**src/rtl/cache_pkg.sv**
```systemverilog
// Shared types for the direct-mapped cache.
// Assumes: nothing beyond IEEE 1800-2017.
package cache_pkg;

    // Refill controller state: idle lookup or block fetch in progress.
    typedef enum logic {
        FILL_IDLE = 1'b0,
        FILL_RUN  = 1'b1
    } fill_state_e;

endpackage

```
**src/rtl/cache_store.sv**
```systemverilog
// Line storage: valid flags, tags and data words for every line.
// Reads are combinational; writes, tag updates and valid changes are
// synchronous. Assumes set_en and clr_en are never active together.
module cache_store #(
    parameter int DATA_W = 32,
    parameter int OFF_W  = 2,
    parameter int IDX_W  = 4,
    parameter int TAG_W  = 24
) (
    input  logic              clk,
    input  logic              rst_n,
    input  logic [IDX_W-1:0]  rd_idx,
    input  logic [OFF_W-1:0]  rd_off,
    output logic              rd_valid,
    output logic [TAG_W-1:0]  rd_tag,
    output logic [DATA_W-1:0] rd_word,
    input  logic              wr_en,
    input  logic [IDX_W-1:0]  wr_idx,
    input  logic [OFF_W-1:0]  wr_off,
    input  logic [DATA_W-1:0] wr_data,
    input  logic              set_en,
    input  logic [IDX_W-1:0]  set_idx,
    input  logic [TAG_W-1:0]  set_tag,
    input  logic              clr_en,
    input  logic [IDX_W-1:0]  clr_idx
);
    localparam int LINES = 1 << IDX_W;
    localparam int WORDS = 1 << OFF_W;

    logic [DATA_W-1:0] data_q [LINES][WORDS];
    logic [TAG_W-1:0]  tag_q  [LINES];
    logic [LINES-1:0]  valid_q;

    // Per-line valid flag: cleared at reset and at refill start, set when the refill ends.
    for (genvar i = 0; i < LINES; i++) begin : g_valid
        always_ff @(posedge clk) begin
            if (!rst_n)
                valid_q[i] <= 1'b0;
            else if (set_en && set_idx == IDX_W'(i))
                valid_q[i] <= 1'b1;
            else if (clr_en && clr_idx == IDX_W'(i))
                valid_q[i] <= 1'b0;
        end
    end

    // Tag capture when a refill completes.
    always_ff @(posedge clk) begin
        if (set_en)
            tag_q[set_idx] <= set_tag;
    end

    // Word write from a refill beat or a store hit.
    always_ff @(posedge clk) begin
        if (wr_en)
            data_q[wr_idx][wr_off] <= wr_data;
    end

    // Combinational lookup of the addressed line.
    always_comb begin
        rd_valid = valid_q[rd_idx];
        rd_tag   = tag_q[rd_idx];
        rd_word  = data_q[rd_idx][rd_off];
    end

    // a line is never marked valid and invalid in one cycle.
    p_set_clr_excl_r4: assert property (@(posedge clk) disable iff (!rst_n)
        !(set_en && clr_en));

    // a line whose refill has just completed reads back as valid.
    p_valid_after_set_r4: assert property (@(posedge clk) disable iff (!rst_n)
        set_en |=> valid_q[$past(set_idx)]);

endmodule

```
**src/rtl/refill_ctrl.sv**
```systemverilog
// Block refill sequencer. On start it latches the block address and
// issues one memory read per word, lowest word first, moving on only
// when memory accepts a beat. Assumes start is raised only while idle.
module refill_ctrl #(
    parameter int BLK_W = 28,
    parameter int OFF_W = 2
) (
    input  logic             clk,
    input  logic             rst_n,
    input  logic             start,
    input  logic [BLK_W-1:0] blk_in,
    input  logic             mem_ready,
    output logic             busy,
    output logic [BLK_W-1:0] blk_q,
    output logic [OFF_W-1:0] beat,
    output logic             beat_take,
    output logic             done
);
    import cache_pkg::*;

    localparam logic [OFF_W-1:0] LAST_BEAT = '1;

    fill_state_e state_q;

    // State, block address and beat counter.
    always_ff @(posedge clk) begin
        if (!rst_n) begin
            state_q <= FILL_IDLE;
            blk_q   <= '0;
            beat    <= '0;
        end else if (state_q == FILL_IDLE) begin
            if (start) begin
                state_q <= FILL_RUN;
                blk_q   <= blk_in;
                beat    <= '0;
            end
        end else if (beat_take) begin
            beat <= beat + 1'b1;
            if (beat == LAST_BEAT)
                state_q <= FILL_IDLE;
        end
    end

    // Beat acceptance and completion strobes.
    always_comb begin
        busy      = (state_q == FILL_RUN);
        beat_take = busy && mem_ready;
        done      = beat_take && (beat == LAST_BEAT);
    end

    // the refill ends right after its last beat is accepted.
    p_fill_ends_r4: assert property (@(posedge clk) disable iff (!rst_n)
        done |=> !busy);

    // without an accepted beat the beat position does not move.
    p_beat_holds_r4: assert property (@(posedge clk) disable iff (!rst_n)
        busy && !mem_ready |=> busy && $stable(beat) && $stable(blk_q));

endmodule

```
**src/rtl/store_buffer.sv**
```systemverilog
// Single-entry holding register for write-through stores. It keeps
// address and data stable until memory accepts them. Assumes push is
// raised only while the entry is empty.
module store_buffer #(
    parameter int AW = 30,
    parameter int DW = 32
) (
    input  logic          clk,
    input  logic          rst_n,
    input  logic          push,
    input  logic [AW-1:0] push_addr,
    input  logic [DW-1:0] push_data,
    input  logic          pop,
    output logic          full,
    output logic [AW-1:0] addr_q,
    output logic [DW-1:0] data_q
);
    // Occupancy flag.
    always_ff @(posedge clk) begin
        if (!rst_n)
            full <= 1'b0;
        else if (push)
            full <= 1'b1;
        else if (pop)
            full <= 1'b0;
    end

    // Captured store payload.
    always_ff @(posedge clk) begin
        if (push) begin
            addr_q <= push_addr;
            data_q <= push_data;
        end
    end

    // a store is never written over a waiting one.
    p_no_overflow_r7: assert property (@(posedge clk) disable iff (!rst_n)
        push |-> !full);

    // a waiting store keeps its address and data until accepted.
    p_hold_until_pop_r7: assert property (@(posedge clk) disable iff (!rst_n)
        full && !pop |=> full && $stable(addr_q) && $stable(data_q));

endmodule

```
**src/rtl/dm_cache.sv**
```systemverilog
// Direct-mapped, write-through, write-allocate cache with multiword lines.
// A processor request is held until cpu_ready. Hits finish in one cycle.
// A miss waits for the store buffer to drain, refills the whole line
// and then retries as a hit. Assumes a memory that returns mem_rdata
// in the same cycle as mem_ready on a read beat.
module dm_cache #(
    parameter int ADDR_W     = 32,
    parameter int DATA_W     = 32,
    parameter int LINE_WORDS = 4,
    parameter int NUM_LINES  = 16
) (
    input  logic              clk,
    input  logic              rst_n,
    input  logic              cpu_req,
    input  logic              cpu_we,
    input  logic [ADDR_W-1:0] cpu_addr,
    input  logic [DATA_W-1:0] cpu_wdata,
    output logic [DATA_W-1:0] cpu_rdata,
    output logic              cpu_ready,
    output logic              mem_req,
    output logic              mem_we,
    output logic [ADDR_W-3:0] mem_addr,
    output logic [DATA_W-1:0] mem_wdata,
    input  logic [DATA_W-1:0] mem_rdata,
    input  logic              mem_ready
);
    localparam int WADDR_W = ADDR_W - 2;
    localparam int OFF_W   = $clog2(LINE_WORDS);
    localparam int IDX_W   = $clog2(NUM_LINES);
    localparam int BLK_W   = WADDR_W - OFF_W;
    localparam int TAG_W   = BLK_W - IDX_W;

    logic [WADDR_W-1:0] word_addr;
    logic [OFF_W-1:0]   cpu_off;
    logic [IDX_W-1:0]   cpu_idx;
    logic [TAG_W-1:0]   cpu_tag;
    logic               unused_byte_lo;

    logic               rd_valid;
    logic [TAG_W-1:0]   rd_tag;
    logic [DATA_W-1:0]  rd_word;

    logic               busy, beat_take, done, start;
    logic [BLK_W-1:0]   blk_q;
    logic [OFF_W-1:0]   beat;

    logic               wb_full, wb_push, wb_pop;
    logic [WADDR_W-1:0] wb_addr;
    logic [DATA_W-1:0]  wb_data;

    logic               hit, miss, store_go;
    logic               wr_en;
    logic [IDX_W-1:0]   wr_idx;
    logic [OFF_W-1:0]   wr_off;
    logic [DATA_W-1:0]  wr_data;

    // Address split into word offset, line index and tag.
    always_comb begin
        word_addr      = cpu_addr[ADDR_W-1:2];
        cpu_off        = word_addr[OFF_W-1:0];
        cpu_idx        = word_addr[OFF_W +: IDX_W];
        cpu_tag        = word_addr[WADDR_W-1 -: TAG_W];
        unused_byte_lo = ^cpu_addr[1:0];
    end

    cache_store #(
        .DATA_W (DATA_W),
        .OFF_W  (OFF_W),
        .IDX_W  (IDX_W),
        .TAG_W  (TAG_W)
    ) u_store (
        .clk      (clk),
        .rst_n    (rst_n),
        .rd_idx   (cpu_idx),
        .rd_off   (cpu_off),
        .rd_valid (rd_valid),
        .rd_tag   (rd_tag),
        .rd_word  (rd_word),
        .wr_en    (wr_en),
        .wr_idx   (wr_idx),
        .wr_off   (wr_off),
        .wr_data  (wr_data),
        .set_en   (done),
        .set_idx  (blk_q[IDX_W-1:0]),
        .set_tag  (blk_q[BLK_W-1:IDX_W]),
        .clr_en   (start),
        .clr_idx  (cpu_idx)
    );

    refill_ctrl #(
        .BLK_W (BLK_W),
        .OFF_W (OFF_W)
    ) u_refill (
        .clk       (clk),
        .rst_n     (rst_n),
        .start     (start),
        .blk_in    (word_addr[WADDR_W-1:OFF_W]),
        .mem_ready (mem_ready),
        .busy      (busy),
        .blk_q     (blk_q),
        .beat      (beat),
        .beat_take (beat_take),
        .done      (done)
    );

    store_buffer #(
        .AW (WADDR_W),
        .DW (DATA_W)
    ) u_wbuf (
        .clk       (clk),
        .rst_n     (rst_n),
        .push      (wb_push),
        .push_addr (word_addr),
        .push_data (cpu_wdata),
        .pop       (wb_pop),
        .full      (wb_full),
        .addr_q    (wb_addr),
        .data_q    (wb_data)
    );

    // Hit detection, miss start and processor handshake.
    always_comb begin
        hit       = cpu_req && !busy && rd_valid && (rd_tag == cpu_tag);
        miss      = cpu_req && !busy && !hit;
        start     = miss && !wb_full;
        store_go  = hit && cpu_we && !wb_full;
        cpu_ready = hit && (!cpu_we || !wb_full);
        cpu_rdata = rd_word;
        wb_push   = store_go;
    end

    // Line write source: refill beat or store hit.
    always_comb begin
        wr_en   = beat_take || store_go;
        wr_idx  = busy ? blk_q[IDX_W-1:0] : cpu_idx;
        wr_off  = busy ? beat : cpu_off;
        wr_data = busy ? mem_rdata : cpu_wdata;
    end

    // Memory port: refill reads while busy, otherwise buffered store drain.
    always_comb begin
        if (busy) begin
            mem_req   = 1'b1;
            mem_we    = 1'b0;
            mem_addr  = {blk_q, beat};
            mem_wdata = wb_data;
        end else begin
            mem_req   = wb_full;
            mem_we    = 1'b1;
            mem_addr  = wb_addr;
            mem_wdata = wb_data;
        end
        wb_pop = !busy && wb_full && mem_ready;
    end

    // during a refill the port only reads.
    p_fill_is_read_r4: assert property (@(posedge clk) disable iff (!rst_n)
        busy |-> mem_req && !mem_we);

    // the processor is held for the whole refill.
    p_stall_in_fill_r4: assert property (@(posedge clk) disable iff (!rst_n)
        busy |-> !cpu_ready);

    // a refill never runs while a store waits in the buffer.
    p_fill_after_drain_r8: assert property (@(posedge clk) disable iff (!rst_n)
        busy |-> !wb_full);

    // a completed store leaves a memory write pending next cycle.
    p_store_queued_r6: assert property (@(posedge clk) disable iff (!rst_n)
        cpu_ready && cpu_we |=> mem_req && mem_we);

endmodule

```
**config.mk**
```make
export PLATFORM = sky130hd
export DESIGN_NAME = dm_cache
export DESIGN_NICKNAME = d
export VERILOG_FILES = /design/src/rtl/cache_pkg.sv /design/src/rtl/cache_store.sv /design/src/rtl/refill_ctrl.sv /design/src/rtl/store_buffer.sv /design/src/rtl/dm_cache.sv
export SDC_FILE = /design/constraint.sdc
export NUM_CORES = 2
export LEC_CHECK = 0
export BUFFER_PORTS_ARGS = -buffer_cell sky130_fd_sc_hd__buf_4
export CORE_UTILIZATION = 59
export CTS_BUF_LIST = sky130_fd_sc_hd__clkbuf_2
export DETAILED_ROUTE_END_ITERATION = 10
export GPL_TIMING_DRIVEN = 1
export MAX_ROUTING_LAYER = met4
export PLACE_DENSITY = 0.79
export SYNTH_ARGS = -nofsm -noshare
export SYNTH_HDL_FRONTEND = slang
export SYNTH_SLANG_ARGS = --single-unit
```
**constraint.sdc**
```tcl
create_clock -name clk -period 7.9 [get_ports clk]
set_input_delay 1.185 -clock clk [delete_from_list [all_inputs] [get_ports clk]]
set_output_delay 1.185 -clock clk [all_outputs]
set_load 0.1 [all_outputs]
```
==> flow_summary_export.csv <==
group,metric,value,unit
sta,fin_skew,214,ps
clock_tree,clockRootBuffer,"clkbuf_2",
place,place_area,103000,um^2
critical_path,critPathLaunchType,"primary input",
critical_path,crit_slowest_cell,"buf_4",
floorplanning,ioPinCount,198,
drt,vias_per_cell,6.59,
synth,synth_common_cells,"2494 x edfxtp_1, 740 x mux4_2, 153 x nand2_1, 125 x clkbuf_1, 117 x mux2i_1",
sta,slew_headroom,8.03,%
synth,yosysMostFrequentCell,"edfxtp_1",
run,maxCapViolCount,0,
power,ir_drop,0.000168,V
sta,max_freq,0.137,GHz
critical_path,path_buf_inv,5,
synth,synthFlopType,"edfxtp_1",
drt,ant_nets,0,
floorplanning,core_area,165000,um^2
clock_tree,clock_sinks,2542,
layout,register_area,75900,um^2
power,p_leak,36.1,nW
place,place_congestion,0.842,
layout,fillers,10091,
synth,ys_ff_latch,2542,
synth,synth_top_area_share,76.5,%
critical_path,arrival,6120,ps
grt,grt_max_degree,146,
critical_path,cp_top_family,"buffers and inverters",
synth,synth_edf_count,2494,
synth,syn_area,97900,um^2
critical_path,crit_chain,"dlygate4sd3_1 > buf_8 > buf_4 > buf_4 > mux4_2 > mux4_2 > mux4_2 > buf_4",
clock_tree,cts_buffer_depth,4,
floorplanning,die_height,409,um
clock_tree,cts-resized-gates,0,
grt,grt_use_total,30.9,%
sta,drv_slew,0,
grt,antenna_found_initial,10,
synth,synthCells,4154,
critical_path,worstSetupPathType,"primary input to output pin",
synth,synth_top_area_cell,"edfxtp_1",
layout,layout-drive-gt1-share,39.9,%
sta,min_period,7300,ps
hold_path,min_path_type,"primary input to flop",
status,outcome,"complete, no violations",
sta,rsz0062_at_grt,"no",
clock_tree,cts_setup_buffers,0,
critical_path,end_kind,"output pin",
place,place_hpwl,133000,um
drt,vias,50488,
critical_path,cp.required,6710,ps
sta,min_period_over_period,92.4,%
synth,syn_area_per_cell,23.6,um^2
layout,design_area,110000,um^2
critical_path,max_stage_delay,840,ps
sta,worst_slew_pin_slew,1380,ps
drt,drc,0,
floorplanning,die-area,168000,um^2
synth,yosysSeqAreaShare,77.4,%
sta,hold_violations,0,
floorplanning,initial_core_util,59.4,%
place,port-buffer-count,195,
clock_tree,htree_levels,6,
critical_path,critPathMaxFanout,75,
grt,grt_overflow,0,
floorplanning,rows,149,
sta,tns,0,ps
layout,syn2layout_area_growth,12.4,%
synth,synth_area_leaders,"edfxtp_1 76%, mux4_2 17%, mux2i_1 1.2%, dfxtp_1 0.98%, mux2_2 0.78%",
drt,drtIter0Drc,6851,
synth,synth_fp_nets,4256,
clock_tree,tritoncts,"built",
layout,layout.nets,5130,
power,power.density,231,nW/um^2
drt,dr.pass1.iters,6,
grt,grt_pass1_vias,52117,
drt,wirelength,249000,um
sta,setup_viol,0,
synth,async_flop_share,0,%
layout,multi_input_area,21900,um^2
synth,yosysWarnings,0,
clock_tree,clkLatencyLatePin,1820,ps
drt,wire_per_inst,32.4,um
clock_tree,clk_pin_slew_worst_paths,110,ps
clock_tree,holdBufCountCts,119,
floorplanning,dieWidth,409,um
grt,grt_pass1_wl,355000,um
clock_tree,numCtsBuffers,617,
synth,synth_cell_types,59,
-- layout by cell type (no fill, tap or decap), types with 7 or more instances in the layout --
cell           synthesis  layout
clkbuf_2               0     871
nor2_4                 0       8
a21oi_4                0      64
buf_12                 0      10
dfxtp_1               48      47
a22oi_1               20      20
bufinv_16              0      14
inv_1                 12      10
buf_4                  9     344
nand2b_1               9       9
xor2_1                11      11
mux2i_1              117     117
a21oi_1               67      13
nand2_1              153     153
clkinv_1               1     135
diode_2                0      13
inv_2                  1      16
a22o_1                 7       7
o22ai_1               12      12
nand3_1               10      10
dlygate4sd3_1          0     119
nor2_1                31      14
edfxtp_1            2494    2494
nor2_2                 0       9
nor2b_1                7       7
mux2_2                68      68
o211ai_1              15      15
o21ai_0               12      12
xnor2_1               17      17
clkinv_2               0      19
mux4_2               740     740
-- layout make-up --
type / instances / share of cell area, %
well taps: 2189 / 2.49
multi-input cells: 1377 / 19.9
clock inverters: 184 / 0.994
flip-flops and latches: 2542 / 68.9
inverters: 14 / 0.0546
repair buffers: 476 / 3.65
diodes: 13 / 0.0296
clock buffers: 871 / 3.96
-- state kept, by name (all words and copies together), names as in the netlist --
signal / cells
u_store.data_q: 2048
u_store.tag_q: 384
u_wbuf.data_q: 32
u_wbuf.addr_q: 30
u_refill.blk_q: 28
u_store.valid_q: 16
u_refill.beat: 2
u_refill.busy: 1
u_wbuf.full: 1
-- power breakdown --
group          switching (mW)  total (mW)  internal (mW)
Clock                    5.14        8.55           3.41
Combinational            1.20        1.82          0.625
Sequential             0.0527        15.0           15.0
Total                    6.40        25.4           19.0
-- kinds of logic (layout without fill, tap and decap cells) --
group | after synthesis | count (layout) | synth area share (%)
compound gates | 175 | 175 | 1.17
xor+xnor | 28 | 28 | 0.250
fa+ha+maj | 1 | 1 | 0.0128
buf+inv | 235 | 1545 | 0.995
flops | 2542 | 2542 | 77.4
mux | 925 | 925 | 19.0
other cells | 0 | 13 | 0
simple gates | 248 | 248 | 1.14
-- worst reg2reg max path, delay by kind of cell, from the launching register on --
family | cells | cell delay, ps
AO/OA/AOI/OAI | 2 | 530
XOR/XNOR | 1 | 150
flip-flops | 1 | 440
buffers and inverters | 1 | 590
multiplexers | 2 | 990
AND/OR/NAND/NOR | 3 | 2320
-- stage by stage --
step / setup slack [ps] / total power, mW / hold WS (ps) / cells / util (%)
after floorplan: 325 / 16.5 / 445 / 4154 / -
after global placement: 963 / 17.0 / 456 / 6479 / 62.7
after detailed placement: 879 / 17.1 / 467 / 6479 / 62.7
after CTS: 646 / 25.5 / 5.27 / 7653 / 66.8
after global routing: 439 / 26.2 / 45.0 / 7666 / 66.8
final: 598 / 25.4 / 226 / 7666 / 66.8
-- final timing paths --
| check | start | to | slack, ps | cells after the start |
|---|---|---|---|---|
| setup / recovery | cpu_addr[5] | cpu_rdata[19] | 600 | 8 |
| hold / removal | cpu_addr[20] | u_wbuf.addr_q[18] | 230 | 2 |
| setup reg to reg | u_store.tag_q[11][9] | u_store.data_q[8][104] | 2330 | 9 |
| hold reg to reg | u_store.valid_q[4] | u_store.valid_q[4] | 480 | 2 |
-- routing by layer --
layer,routed length [um],global-route usage [%]
met5,0,-
met4,10800,13.8
met3,30400,7.24
met2,122000,47.6
met1,85700,39.6
(Power assumes the default switching activity.)
